`src/rtl/macPkg.sv`:
```
package macPkg;
  typedef struct packed {
    logic load;
    logic sub;
    logic sgn;
  } accCtl_t;
endpackage

```
`src/rtl/macMult.sv`:
```
module macMult #(
  parameter int A_W   = 18,
  parameter int B_W   = 18,
  parameter int PIPE  = 1,
  localparam int PRODW = A_W + B_W + 2
) (
  input  logic                    clk,
  input  logic                    rstN,
  input  logic                    en,
  input  logic [A_W-1:0]          opA,
  input  logic [B_W-1:0]          opB,
  input  logic                    aSigned,
  input  logic                    bSigned,
  output logic signed [PRODW-1:0] prod
);
  logic signed [A_W:0]       extA;
  logic signed [B_W:0]       extB;
  logic signed [PRODW-1:0]   prodNow;

  always_comb begin
    extA    = {aSigned & opA[A_W-1], opA};
    extB    = {bSigned & opB[B_W-1], opB};
    prodNow = extA * extB;
  end

  generate
    if (PIPE != 0) begin : g_pipe
      always_ff @(posedge clk or negedge rstN) begin
        if (!rstN)   prod <= '0;
        else if (en) prod <= prodNow;
      end
    end else begin : g_comb
      always_comb prod = prodNow;
    end
  endgenerate

  // two unsigned operands never give a negative product
  assert_unsigned_nonneg_R2: assert property (@(posedge clk) disable iff (!rstN)
    (!aSigned && !bSigned) |-> !prodNow[PRODW-1]);
endmodule

```
`src/rtl/macCtrl.sv`:
```
module macCtrl #(
  parameter int PIPE = 1
) (
  input  logic             clk,
  input  logic             rstN,
  input  logic             en,
  input  logic             addSub,
  input  logic             loadNew,
  input  logic             aSigned,
  input  logic             bSigned,
  output macPkg::accCtl_t  ctl
);
  macPkg::accCtl_t ctlNow;

  always_comb begin
    ctlNow.load = loadNew;
    ctlNow.sub  = ~addSub;
    ctlNow.sgn  = aSigned | bSigned;
  end

  generate
    if (PIPE != 0) begin : g_pipe
      always_ff @(posedge clk or negedge rstN) begin
        if (!rstN)   ctl <= '0;
        else if (en) ctl <= ctlNow;
      end
    end else begin : g_comb
      always_comb ctl = ctlNow;
    end
  endgenerate
endmodule

```
`src/rtl/macAccum.sv`:
```
module macAccum #(
  parameter int PRODW = 38,
  parameter int ACC_W = 52
) (
  input  logic                    clk,
  input  logic                    rstN,
  input  logic                    en,
  input  logic signed [PRODW-1:0] prod,
  input  macPkg::accCtl_t         ctl,
  output logic [ACC_W-1:0]        accOut,
  output logic                    ovf
);
  localparam int EXT_W = ACC_W + 1;

  logic [EXT_W-1:0] prodExt;
  logic [EXT_W-1:0] feedBack;
  logic [EXT_W-1:0] sumNext;
  logic             wrapNow;

  always_comb begin
    prodExt  = {{(EXT_W-PRODW){prod[PRODW-1]}}, prod};
    if (ctl.load)     feedBack = '0;
    else if (ctl.sgn) feedBack = {accOut[ACC_W-1], accOut};
    else              feedBack = {1'b0, accOut};
    sumNext  = ctl.sub ? (feedBack - prodExt) : (feedBack + prodExt);
    wrapNow  = ctl.sgn ? (sumNext[EXT_W-1] ^ sumNext[ACC_W-1]) : sumNext[EXT_W-1];
  end

  always_ff @(posedge clk or negedge rstN) begin
    if (!rstN) begin
      accOut <= '0;
      ovf    <= 1'b0;
    end else begin
      if (en) accOut <= sumNext[ACC_W-1:0];
      ovf <= en & wrapNow;
    end
  end

  // disabled cycle freezes the total and drops the flag
  assert_hold_R6: assert property (@(posedge clk) disable iff (!rstN)
    !en |=> ($stable(accOut) && !ovf));

  // a load while adding leaves exactly the product in the total
  assert_load_R4: assert property (@(posedge clk) disable iff (!rstN)
    (en && ctl.load && !ctl.sub) |=> (accOut == $past(prodExt[ACC_W-1:0])));

  // an unsigned add wraps exactly when the total gets smaller
  assert_uns_wrap_R7: assert property (@(posedge clk) disable iff (!rstN)
    (en && !ctl.load && !ctl.sub && !ctl.sgn) |=> (ovf == (accOut < $past(accOut))));
endmodule

```
`src/rtl/macUnit.sv`:
```
module macUnit #(
  parameter int A_W   = 18,
  parameter int B_W   = 18,
  parameter int GUARD = 16,
  parameter int PIPE  = 1,
  localparam int PRODW = A_W + B_W + 2,
  localparam int ACC_W = A_W + B_W + GUARD
) (
  input  logic             clk,
  input  logic             rstN,
  input  logic             en,
  input  logic [A_W-1:0]   opA,
  input  logic [B_W-1:0]   opB,
  input  logic             aSigned,
  input  logic             bSigned,
  input  logic             addSub,
  input  logic             loadNew,
  output logic [ACC_W-1:0] accOut,
  output logic             ovf
);
  logic signed [PRODW-1:0] prod;
  macPkg::accCtl_t         ctl;

  macMult #(.A_W(A_W), .B_W(B_W), .PIPE(PIPE)) u_mult (
    .clk(clk), .rstN(rstN), .en(en), .opA(opA), .opB(opB),
    .aSigned(aSigned), .bSigned(bSigned), .prod(prod)
  );

  macCtrl #(.PIPE(PIPE)) u_ctrl (
    .clk(clk), .rstN(rstN), .en(en), .addSub(addSub), .loadNew(loadNew),
    .aSigned(aSigned), .bSigned(bSigned), .ctl(ctl)
  );

  macAccum #(.PRODW(PRODW), .ACC_W(ACC_W)) u_accum (
    .clk(clk), .rstN(rstN), .en(en), .prod(prod), .ctl(ctl),
    .accOut(accOut), .ovf(ovf)
  );
endmodule

```
`config.mk`:
```
export PLATFORM = sky130hd
export DESIGN_NAME = macUnit
export DESIGN_NICKNAME = d
export VERILOG_FILES = /design/src/rtl/macPkg.sv /design/src/rtl/macMult.sv /design/src/rtl/macCtrl.sv /design/src/rtl/macAccum.sv /design/src/rtl/macUnit.sv
export SDC_FILE = /design/constraint.sdc
export NUM_CORES = 1
export LEC_CHECK = 0
export BUFFER_PORTS_ARGS = -buffer_cell sky130_fd_sc_hd__buf_2
export CAP_MARGIN = 20
export CORE_MARGIN = 4
export CORE_UTILIZATION = 55
export DETAILED_ROUTE_END_ITERATION = 10
export PLACE_DENSITY = 0.73
export REMOVE_ABC_BUFFERS = 1
export SLEW_MARGIN = 0
export SYNTH_ARGS = -nofsm -noshare
export SYNTH_HDL_FRONTEND = slang
export SYNTH_SLANG_ARGS = --single-unit
```
`constraint.sdc`:
```
create_clock -name clk -period 8.95 [get_ports clk]
set_clock_uncertainty 0.2 [all_clocks]
set_input_delay 1.79 -clock clk [delete_from_list [all_inputs] [get_ports clk]]
set_output_delay 1.79 -clock clk [all_outputs]
set_load 0.05 [all_outputs]
```
Word level (Yosys, flattened, before mapping) --
Cells that the tools add are included.
Storage, ports and cells: register bits 94, bits in latches 0, RAM bits 0, bits in read-only memories 0, bits of input ports 43, output and inout bits 53, logic and storage cells 19, memories 0
Operators by class: $add $sub $neg 2, multiply operators 1, divide/modulo/power cells 0, $lt $le $gt $ge 0, eq/ne operators 0, shifts and indexed selects 0, muxes and demuxes 4, bitwise logic cells 6, reductions and logical operators 0
Operators by type and width (count):
- $mux 53 | 3
- $add 53x53->53 | 1
- $sub 53x53->53 | 1
- $mul 19x19->38 | 1
- $and 1x1->1 | 3
- $mux 1 | 1
- $not 1->1 | 1
- $or 1x1->1 | 1
- $xor 1x1->1 | 1

Depth between registers and ports, before layout --
Gate-level depths: netlist of the first run.
depth in word-level cells 7, gate-level depth with buffers 27, depth with buffers taken out 25

Cells and area by module --
Synthesis of the first run repeated with hierarchy kept, for this count alone.
Second synthesis, totals: cell total of the unflattened synthesis 2384, area total of the unflattened synthesis 21519.4 µm²
Modules (own cells, without submodules):
- macMult | times used 1, cells each 1586, area an instance 15030.7 µm², sequential area each 950.9 µm²
- macAccum | times used 1, cells each 789, area an instance 6372.4 µm², sequential area each 1326.3 µm²
- macCtrl | times used 1, cells each 9, area an instance 116.4 µm², sequential area each 75.1 µm²

Worst setup path after synthesis of the first run --
OpenSTA, ideal clock, no wires.
path type input port to flip-flop, from input port aSigned, to register u_mult.prod[35], setup time 0.095 ns, arrival time 8.143 ns, data required time 8.655 ns, path slack 0.512 ns, stages on the path 23, path buffers 2, cells stage by stage and2_1 -> clkbuf_1 -> clkbuf_1 -> nand2_1 -> fa_1 -> fa_1 -> fa_1 -> inv_1 -> fa_1 -> fa_1 -> fa_1 -> ha_1 -> ha_1 -> and4_1 -> nand2b_1 -> o211ai_1 -> a21oi_1 -> and3b_1 -> a21oi_1 -> o31a_1 -> o21a_1 -> o21a_1 -> o31ai_1
On the way: word-level cells in the longest chain between the ends 2
RTL lines:
- start, declared | line macUnit.sv:14 | input logic aSigned,
- $and 1x1->1 | line macMult.sv:21 | extA = {aSigned & opA[A_W-1], opA};
- $mul 19x19->38 | line macMult.sv:23 | prodNow = extA * extB;
- end signal, assigned | line macMult.sv:30 | else if (en) prod <= prodNow;
- end, declared | line macMult.sv:14 | output logic signed [PRODW-1:0] prod
No other way between the ends. A chain may end at the register's enable or synchronous reset.

Worst setup path in the final report of the first run --
from input port opB[17], to register u_mult.prod[36]
On the way: word-level cells in the longest chain between the ends 2
RTL lines:
- start, declared | line macUnit.sv:13 | input logic [B_W-1:0] opB,
- $and 1x1->1 | line macMult.sv:22 | extB = {bSigned & opB[B_W-1], opB};
- $mul 19x19->38 (*) | line macMult.sv:23
Mark *: on every way between the ends. The rest lies on a longest branch, timed or not.

==> qor.txt, run 1 <==
Fraction of the yosys area taken by sequential cells -> 0.1126
Critical setup path kind -> input pin to register
Top cell type by total area after synthesis -> sky130_fd_sc_hd__fa_1
Clock slew at reported path FFs -> 0.08 ns
CTS tree -> built
Num Clock Sinks -> 94
Data required time of the worst path -> 9.00 ns
Aggregate global routing overflow -> 0
RSZ-0062 raised after global routing -> no
Post-synthesis to final-layout area growth -> 5.827%
Number of buffer cells added on primary ports -> 95
Final-layout setup total negative slack -> 0 ns
Worst hold path stage count -> 1
Crit Path Max Fanout -> 20
All-layer global routing usage -> 0.2535
Std-Cell Core Area -> 37,580 um^2
CTS max path bufs -> 2
Final setup vio count -> 0
Slew Limit Fails -> 0
Length in cells of the worst reg-to-reg path -> 21
Number of endpoints with negative hold slack in the final report -> 0
Max cap viols -> 0
CP endpoint kind -> register
Clock Root Buffer -> sky130_fd_sc_hd__clkbuf_16
Diodes inserted -> 0
Result of the run -> finished clean
Filler Cells Inserted -> 3,302
Layout cells sized above 1 -> 0.08998
Final net count -> 2,919
Global-route wire length before repair -> 85.44 mm
Primary flip-flop cell chosen by synthesis mapping -> sky130_fd_sc_hd__dfrtp_1
Post-CTS setup repair buffer count -> 0
Final weighted congestion in routability-driven placement -> 0.9029
Unique masters post-synth -> 70
Mean number of vias per cell -> 5.645
Total I/O pin count -> 96
Num CTS Buffers -> 9
Half-perimeter wire length after placement -> 41.03 mm
Number of H-tree branching levels -> 3
Standard-cell rows -> 71
Synthesized flop and latch total -> 94
Synthesized cell area -> 20,890 um^2
Count of placed standard cells including taps -> 2,840
Class of the most critical hold timing path -> register to register
Commonest cells after routing, fill and taps aside -> sky130_fd_sc_hd__inv_1 (424), sky130_fd_sc_hd__fa_1 (371), sky130_fd_sc_hd__nand2_1 (251)
Area contributors post-synth -> sky130_fd_sc_hd__fa_1 (36%), sky130_fd_sc_hd__dfrtp_1 (11%), sky130_fd_sc_hd__ha_1 (9.9%)
Worst Hold Margin -> 0.3250 ns
Number of global-route vias before repair -> 17,020
R2R Path Start -> u_mult.prod[0]$_DFFE_PN0P_
Flop2flop setup slack -> 3.00 ns
End point of the critical path -> u_mult.prod[36]$_DFFE_PN0P_
Final critical delay including setup and external delays -> 8.458 ns
Instance count of the mapped netlist -> 2,304
Drt pass-1 iters -> 5
EDFF count, synth -> 0
Critical path data arrival time -> 8.51 ns
Number of gates resized after cts -> 0
Final non-filler cell total -> 2,856
Vertical die dimension -> 202.9 um
Via Count -> 16,120
Hold buffer count at CTS -> 0
Warnings from Yosys -> 0
Initial core utilization -> 0.5560
Endpoint of the worst register-to-register path -> u_accum.ovf$_DFF_PN0_
Least-Margin Pin Slew -> 1.063 ns
Utilization after layout -> 0.5884
Area of the die -> 41,170 um^2
Top-area cell type share of the netlist area -> 0.3555
Detail Route Antenna Nets -> 0
Critical path startpoint category -> input pin
Timing startpoint of the critical path -> opB[17]
Average wire per cell in the routed design -> 17.88 um
Pin count of the biggest net entering global routing -> 64
Clock latency on the worst-skew pair -> 0.36 ns
1st-iter DRT viols -> 1,055
Syn avg cell area -> 9.067 um^2
Share of synthesized flip-flops with an asynchronous set or reset -> 1.000
Tightest slew margin relative to the limit -> 0.2911
Die W -> 202.9 um
Number of antenna violations at the first check in global routing -> 0
Residual DRC -> 0
FMAX -> 0.1182 GHz
Total Routed Length -> 51.07 mm
Leading cell type in the layout, fill and taps excluded -> sky130_fd_sc_hd__inv_1
Final critical-path share of the clock period -> 0.9451
[routing by layer]
layer	share of wire	GRT usage
met1	0.40	0.3348
met2	0.51	0.4441
met3	0.057	0.03035
met4	0.032	0.07105
met5	0	0
[critical path, cell delays in order]
cell                        delay (ns)
sky130_fd_sc_hd__buf_2            0.37
sky130_fd_sc_hd__nand2_1          0.21
sky130_fd_sc_hd__or2_2            0.33
sky130_fd_sc_hd__fa_1             0.49
sky130_fd_sc_hd__fa_1             0.51
sky130_fd_sc_hd__inv_1            0.05
sky130_fd_sc_hd__fa_1             0.44
sky130_fd_sc_hd__fa_1             0.50
sky130_fd_sc_hd__fa_1             0.43
sky130_fd_sc_hd__fa_1             0.50
sky130_fd_sc_hd__inv_1            0.06
sky130_fd_sc_hd__fa_1             0.50
sky130_fd_sc_hd__inv_1            0.04
sky130_fd_sc_hd__ha_1             0.39
sky130_fd_sc_hd__nand2_1          0.08
sky130_fd_sc_hd__nor3_1           0.22
sky130_fd_sc_hd__nand2_1          0.09
sky130_fd_sc_hd__o311ai_1         0.39
sky130_fd_sc_hd__buf_4            0.21
sky130_fd_sc_hd__o2111ai_1        0.13
sky130_fd_sc_hd__a31oi_1          0.28
sky130_fd_sc_hd__o211ai_1         0.16
sky130_fd_sc_hd__nor3b_1          0.16
sky130_fd_sc_hd__o31ai_1          0.19
[worst min path at each step]
stage / from / to / slack (ns)
after floorplan: u_mult.prod[35]$_DFFE_PN0P_ / u_mult.prod[35]$_DFFE_PN0P_ / 0.28
after global placement: u_accum.accOut[9]$_DFFE_PN0P_ / u_accum.accOut[9]$_DFFE_PN0P_ / 0.29
after detailed placement: u_accum.accOut[9]$_DFFE_PN0P_ / u_accum.accOut[9]$_DFFE_PN0P_ / 0.29
after CTS: u_accum.accOut[9]$_DFFE_PN0P_ / u_accum.accOut[9]$_DFFE_PN0P_ / 0.31
after global routing: u_accum.accOut[9]$_DFFE_PN0P_ / u_accum.accOut[9]$_DFFE_PN0P_ / 0.33
final: u_accum.accOut[9]$_DFFE_PN0P_ / u_accum.accOut[9]$_DFFE_PN0P_ / 0.32
[state kept, by name, indices dropped and copies added, names as in the netlist]
signal and count:
u_accum.ovf 1, u_mult.prod 38, u_accum.accOut 52, u_ctrl.ctl 3
[Yosys cell counts, types with 3 or more instances]
library cell                instances
sky130_fd_sc_hd__a21boi_0           4
sky130_fd_sc_hd__nor3b_1            5
sky130_fd_sc_hd__or3_1              6
sky130_fd_sc_hd__o21a_1            21
sky130_fd_sc_hd__a31oi_1            9
sky130_fd_sc_hd__nor3_1            21
sky130_fd_sc_hd__or2_2              4
sky130_fd_sc_hd__ha_1             165
sky130_fd_sc_hd__xor2_1            23
sky130_fd_sc_hd__mux2i_1            8
sky130_fd_sc_hd__nand2b_1          14
sky130_fd_sc_hd__nor2_1            98
sky130_fd_sc_hd__xnor2_1           91
sky130_fd_sc_hd__a221o_1            3
sky130_fd_sc_hd__o21bai_1          14
sky130_fd_sc_hd__o2111ai_1          3
sky130_fd_sc_hd__nand2_1          251
sky130_fd_sc_hd__nor2b_1           54
sky130_fd_sc_hd__mux2_2            62
sky130_fd_sc_hd__a211o_1            6
sky130_fd_sc_hd__dfrtp_1           94
sky130_fd_sc_hd__nand4_1            8
sky130_fd_sc_hd__nand3_1           10
sky130_fd_sc_hd__o211ai_1          11
sky130_fd_sc_hd__a41oi_1            3
sky130_fd_sc_hd__o21ai_0           36
sky130_fd_sc_hd__nor4_1             7
sky130_fd_sc_hd__and2_1           153
sky130_fd_sc_hd__a21oi_1          110
sky130_fd_sc_hd__fa_1             371
sky130_fd_sc_hd__inv_1            424
sky130_fd_sc_hd__buf_1              4
sky130_fd_sc_hd__a21o_1            50
sky130_fd_sc_hd__o31ai_1           11
sky130_fd_sc_hd__o21ai_1            6
sky130_fd_sc_hd__and3_1             5
sky130_fd_sc_hd__o31a_1             4
sky130_fd_sc_hd__clkbuf_1          86
sky130_fd_sc_hd__or4_1              4
sky130_fd_sc_hd__a211oi_1           8
[through the flow]
| stage | setup slack (ns) | area [um^2] |
|---|---|---|
| 2_1_floorplan | 0.7222 | 20540 |
| 4_1_cts | 0.5403 | 22110 |
| 5_1_grt | 0.1633 | 22110 |
| 6_report | 0.4916 | 22110 |
| 3_5_place_dp | 0.1915 | 21830 |
| 3_3_place_gp | 0.4114 | 21830 |
[cell families (layout without fill, tap and decap cells)]
group | after synthesis | count (layout) | synth area share
simple gates | 655 | 655 | 0.1559
fa+ha+maj | 536 | 536 | 0.4543
buf+inv | 516 | 557 | 0.09283
compound gates | 319 | 319 | 0.09930
xor+xnor | 114 | 114 | 0.04779
flops | 94 | 94 | 0.1126
mux | 70 | 70 | 0.03725
[layout make-up]
cell class              instances  area, um^2  share of cell area
multi-input cells            1694       16600              0.7508
clock buffers                   9       225.2             0.01019
clock inverters                 7       53.80            0.002434
repair buffers                117       645.6             0.02920
well taps                     511       639.4             0.02892
inverters                     424        1592             0.07199
flip-flops and latches         94        2354              0.1065
Power of run 1 is left out: the tool's default activity adds up to more than one toggle a clock period on the data nets, which glitch-free logic cannot reach.
==> run 2: changes to the inputs <==
- CORE_UTILIZATION: 55 -> 26
- PLACE_DENSITY: 0.73 -> not set
==> qor.txt, run 2 (synthesized netlist as in run 1, its figures left out) <==
Initial core utilization -> 0.2636
Number of endpoints with negative hold slack in the final report -> 0
Class of the most critical hold timing path -> register to register
Utilization after layout -> 0.2876
All-layer global routing usage -> 0.1218
Num CTS Buffers -> 9
Top Registers -> u_accum.accOut (52), u_mult.prod (38), u_ctrl.ctl (3)
Max cap viols -> 0
RSZ-0062 raised after global routing -> no
Data required time of the worst path -> 9.02 ns
Tightest slew margin relative to the limit -> 0.3888
Residual DRC -> 0
Standard-cell rows -> 103
Critical path data arrival time -> 8.34 ns
Std-Cell Core Area -> 79,260 um^2
Clock latency on the worst-skew pair -> 0.37 ns
Number of global-route vias before repair -> 15,840
Final-layout setup total negative slack -> 0 ns
Layout cells sized above 1 -> 0.08998
Least-Margin Pin Slew -> 0.9169 ns
Hold buffer count at CTS -> 0
Post-CTS setup repair buffer count -> 0
1st-iter DRT viols -> 745
Worst hold path stage count -> 2
Max reg flops -> 52
Number of gates resized after cts -> 0
Filler Cells Inserted -> 8,445
Length in cells of the worst reg-to-reg path -> 21
Vertical die dimension -> 291.5 um
Post-synthesis to final-layout area growth -> 9.122%
Aggregate global routing overflow -> 0
Final critical-path share of the clock period -> 0.9245
Final weighted congestion in routability-driven placement -> 0.8255
Via Count -> 15,420
CTS tree -> built
CTS max path bufs -> 2
Final setup vio count -> 0
Number of antenna violations at the first check in global routing -> 9
Total I/O pin count -> 96
Final net count -> 2,920
Final critical delay including setup and external delays -> 8.274 ns
Worst Hold Margin -> 0.3070 ns
Clock slew at reported path FFs -> 0.06 ns
Area of the die -> 84,950 um^2
Critical path startpoint category -> input pin
Number of H-tree branching levels -> 3
Placed inst area -> 22,510 um^2
Mean number of vias per cell -> 4.539
Die W -> 291.5 um
Clock Root Buffer -> sky130_fd_sc_hd__clkbuf_16
Half-perimeter wire length after placement -> 42.92 mm
Final design area excluding fillers -> 22,800 um^2
Critical setup path kind -> input pin to register
Largest register by flop count -> u_accum.accOut
Detail Route Antenna Nets -> 0
Drt pass-1 iters -> 5
Slew Limit Fails -> 0
Global-route wire length before repair -> 84.55 mm
Total Routed Length -> 50.83 mm
Num Clock Sinks -> 94
Result of the run -> finished clean
FMAX -> 0.1209 GHz
Crit Path Max Fanout -> 19
Pin count of the biggest net entering global routing -> 53
Commonest cells after routing, fill and taps aside -> sky130_fd_sc_hd__inv_1 (424), sky130_fd_sc_hd__fa_1 (371), sky130_fd_sc_hd__nand2_1 (251)
Average wire per cell in the routed design -> 14.96 um
Number of buffer cells added on primary ports -> 95
Leading cell type in the layout, fill and taps excluded -> sky130_fd_sc_hd__inv_1
CP endpoint kind -> register
==> run 2: cell types whose count changed in the layout (fill, tap and decap cells not counted), moves of 2 or more <==
| cell | before | now |
|---|---|---|
| sky130_fd_sc_hd__inv_6 | 4 | 0 |
| sky130_fd_sc_hd__diode_2 | 0 | 3 |
| sky130_fd_sc_hd__clkbuf_8 | 0 | 2 |
| sky130_fd_sc_hd__clkinvlp_4 | 0 | 2 |
==> run 2: layout make-up <==
type / instances / area [um^2] / area share
repair buffers: 118 / 653.1 / 0.02865
well taps: 1050 / 1314 / 0.05763
diodes: 3 / 7.507 / 0.0003293
multi-input cells: 1694 / 16600 / 0.7282
flip-flops and latches: 94 / 2355 / 0.1033
clock inverters: 3 / 20.02 / 0.0008782
clock buffers: 12 / 256.5 / 0.01125
inverters: 424 / 1592 / 0.06981
==> run 2: path summary, 6_finish.rpt <==
kind / startpoint / end / slack (ns)
max: opB[1] / u_mult.prod[37]$_DFFE_PN0P_ / 0.68
min: u_accum.accOut[13]$_DFFE_PN0P_ / u_accum.accOut[13]$_DFFE_PN0P_ / 0.31
max reg2reg: u_mult.prod[0]$_DFFE_PN0P_ / u_accum.ovf$_DFF_PN0_ / 3.26
min reg2reg: u_accum.accOut[13]$_DFFE_PN0P_ / u_accum.accOut[13]$_DFFE_PN0P_ / 0.31
max in group asynchronous: rstN / u_ctrl.ctl[1]$_DFFE_PN0P_ / 6.20
min in group asynchronous: rstN / u_accum.accOut[3]$_DFFE_PN0P_ / 1.25
==> run 2: metal layers <==
| layer | GRT usage | wire [um] |
|---|---|---|
| met5 | 0 | 89 |
| met4 | 0.01497 | 495 |
| met3 | 0.02342 | 2260 |
| met2 | 0.2082 | 25430 |
| met1 | 0.1648 | 22560 |
==> run 2: critical path, stage by stage <==
cell                       delay (ns)
sky130_fd_sc_hd__buf_2           0.36
sky130_fd_sc_hd__nand2_1         0.25
sky130_fd_sc_hd__fa_1            0.76
sky130_fd_sc_hd__inv_1           0.14
sky130_fd_sc_hd__fa_1            0.50
sky130_fd_sc_hd__inv_1           0.05
sky130_fd_sc_hd__fa_1            0.49
sky130_fd_sc_hd__inv_1           0.05
sky130_fd_sc_hd__fa_1            0.48
sky130_fd_sc_hd__fa_1            0.56
sky130_fd_sc_hd__fa_1            0.41
sky130_fd_sc_hd__ha_1            0.30
sky130_fd_sc_hd__ha_1            0.36
sky130_fd_sc_hd__a21o_1          0.20
sky130_fd_sc_hd__a21oi_1         0.17
sky130_fd_sc_hd__o211ai_1        0.10
sky130_fd_sc_hd__a21oi_1         0.18
sky130_fd_sc_hd__and3b_1         0.18
sky130_fd_sc_hd__a21oi_1         0.10
sky130_fd_sc_hd__o31a_1          0.30
sky130_fd_sc_hd__o211ai_1        0.23
sky130_fd_sc_hd__a21oi_1         0.10
sky130_fd_sc_hd__o31ai_1         0.25
==> run 2: per-stage QoR <==
step	instances	setup WS [ns]
global placement	3380	0.3123
CTS	3395	0.6703
finish	3398	0.6757
floorplan	2212	0.7222
global route	3396	0.2519
detailed placement	3380	0.2939
Power of run 2 is left out for the same reason.
==> run 3: changes to the inputs <==
- REMOVE_ABC_BUFFERS: 1 -> not set
- clock period: 8.95 -> 7.4 ns (I/O delays scaled with it)
==> qor.txt, run 3 (synthesized netlist as in run 1, its figures left out) <==
Drt pass-1 iters -> 5
Largest register by flop count -> u_accum.accOut
Number of antenna violations at the first check in global routing -> 0
Leading cell type in the layout, fill and taps excluded -> sky130_fd_sc_hd__inv_1
Data required time of the worst path -> 7.44 ns
Post-synthesis to final-layout area growth -> 20.58%
Via Count -> 16,120
Num Clock Sinks -> 94
Result of the run -> complete, but fails checks
Half-perimeter wire length after placement -> 46.42 mm
Final setup vio count -> 2
Clock Root Buffer -> sky130_fd_sc_hd__clkbuf_16
Class of the most critical hold timing path -> register to register
Initial core utilization -> 0.2636
Max cap viols -> 0
Area of the die -> 84,950 um^2
Hold Crit Start -> u_accum.accOut[9]$_DFFE_PN0P_
Crit Path Max Fanout -> 5
Total I/O pin count -> 96
Worst hold path stage count -> 1
Number of endpoints with negative hold slack in the final report -> 0
FMAX -> 0.1349 GHz
Average wire per cell in the routed design -> 15.27 um
Critical path startpoint category -> input pin
Residual DRC -> 0
Number of H-tree branching levels -> 3
Die W -> 291.5 um
Critical path data arrival time -> 7.45 ns
Critical setup path kind -> input pin to register
Clock latency on the worst-skew pair -> 0.37 ns
Number of nets produced by synthesis -> 2,883
1st-iter DRT viols -> 581
Pin count of the biggest net entering global routing -> 81
Clock slew at reported path FFs -> 0.08 ns
Standard-cell rows -> 103
Worst Hold Margin -> 0.3082 ns
Filler Cells Inserted -> 8,261
Flop2flop setup slack -> 1.68 ns
Number of global-route vias before repair -> 16,980
Max reg flops -> 52
Final-layout setup total negative slack -> -0.01889 ns
Final weighted congestion in routability-driven placement -> 0.8716
R2R Path Start -> u_mult.prod[0]$_DFFE_PN0P_
Least-Margin Pin Slew -> 0.9633 ns
Top Registers -> u_accum.accOut (52), u_mult.prod (38), u_ctrl.ctl (3)
Layout cells sized above 1 -> 0.2040
Final net count -> 3,103
Hold path endpoint -> u_accum.accOut[9]$_DFFE_PN0P_
All-layer global routing usage -> 0.1303
CP endpoint kind -> register
Num CTS Buffers -> 9
Commonest cells after routing, fill and taps aside -> sky130_fd_sc_hd__inv_1 (408), sky130_fd_sc_hd__fa_1 (350), sky130_fd_sc_hd__nand2_1 (236)
CTS tree -> built
Final critical-path share of the clock period -> 1.002
RSZ-0062 raised after global routing -> yes
Mean number of vias per cell -> 4.503
Detail Route Antenna Nets -> 0
Endpoint of the worst register-to-register path -> u_accum.ovf$_DFF_PN0_
Total Routed Length -> 54.66 mm
Final critical delay including setup and external delays -> 7.411 ns
Vertical die dimension -> 291.5 um
Length in cells of the worst reg-to-reg path -> 21
Tightest slew margin relative to the limit -> 0.3578
CTS max path bufs -> 2
Global-route wire length before repair -> 89.96 mm
Aggregate global routing overflow -> 0
Hold buffer count at CTS -> 0
Violated checks -> setup timing
Post-route setup slack -> -0.01133 ns
Slew Limit Fails -> 0
Std-Cell Core Area -> 79,260 um^2
Number of buffer cells added on primary ports -> 95
-- run 3: what timing repair did --
action                     in CTS  in global routing
pin swaps                      68                 64
buffers inserted               14                  5
resized for setup              79                 92
setup endpoints to repair      10                 17
-- run 3: final cells by class --
cell class	instances	area [um^2]	share of cell area
antenna	1	2.502	0.00009934
clock buffer	11	252.7	0.01003
clock inverter	5	63.81	0.002533
inverter	424	1594	0.06328
multi-input combinational	1694	17250	0.6848
sequential	94	2355	0.09348
tap	1050	1314	0.05215
timing repair buffer	301	2359	0.09363
-- run 3: how the worst max path moves through the flow --
| stage | startpoint | to | slack [ns] | cells past startpoint |
|---|---|---|---|---|
| 2_1_floorplan | aSigned | u_mult.prod[35]$_DFFE_PN0P_ | -0.10 | 23 |
| 3_3_place_gp | opB[3] | u_mult.prod[35]$_DFFE_PN0P_ | -0.51 | 25 |
| 3_5_place_dp | opB[3] | u_mult.prod[35]$_DFFE_PN0P_ | -0.56 | 25 |
| 4_1_cts | opB[1] | u_mult.prod[37]$_DFFE_PN0P_ | 0.001 | 28 |
| 5_1_grt | opB[8] | u_mult.prod[35]$_DFFE_PN0P_ | -0.21 | 23 |
| 6_report | opB[8] | u_mult.prod[37]$_DFFE_PN0P_ | -0.01 | 23 |
-- run 3: worst max-delay path: stages --
cell and delay, ns:
sky130_fd_sc_hd__buf_8 0.11, sky130_fd_sc_hd__buf_6 0.11, sky130_fd_sc_hd__and2_4 0.13, sky130_fd_sc_hd__fa_1 0.52, sky130_fd_sc_hd__inv_2 0.04, sky130_fd_sc_hd__fa_1 0.56, sky130_fd_sc_hd__fa_1 0.46, sky130_fd_sc_hd__fa_1 0.54
sky130_fd_sc_hd__inv_2 0.05, sky130_fd_sc_hd__fa_1 0.56, sky130_fd_sc_hd__fa_1 0.46, sky130_fd_sc_hd__ha_4 0.27, sky130_fd_sc_hd__ha_4 0.24, sky130_fd_sc_hd__a21o_1 0.15, sky130_fd_sc_hd__a21o_1 0.19, sky130_fd_sc_hd__a221oi_2 0.25
sky130_fd_sc_hd__o31a_1 0.20, sky130_fd_sc_hd__a211o_1 0.22, sky130_fd_sc_hd__a21oi_2 0.10, sky130_fd_sc_hd__o31a_1 0.32, sky130_fd_sc_hd__o211ai_1 0.23, sky130_fd_sc_hd__and3_1 0.19, sky130_fd_sc_hd__o31ai_1 0.07
-- run 3: layer usage --
metal,GRT usage,up-vias,wire length [um]
met5,0,-,0
met3,0.01633,45,1635
met2,0.2432,194,29250
met4,0.02411,0,858
li1,-,7680,-
met1,0.1618,8200,22920
-- run 3: metrics by stage --
stage,setup WS (ns),instance area (um^2),std cells,utilization
floorplan,-0.1002,21370,2304,-
global placement,-0.5121,24070,3548,0.3037
detailed placement,-0.5646,24070,3548,0.3037
CTS,0.001370,24830,3575,0.3133
global route,-0.2126,25190,3579,0.3178
finish,-0.01133,25190,3580,0.3178
Power of run 3 is left out for the same reason.
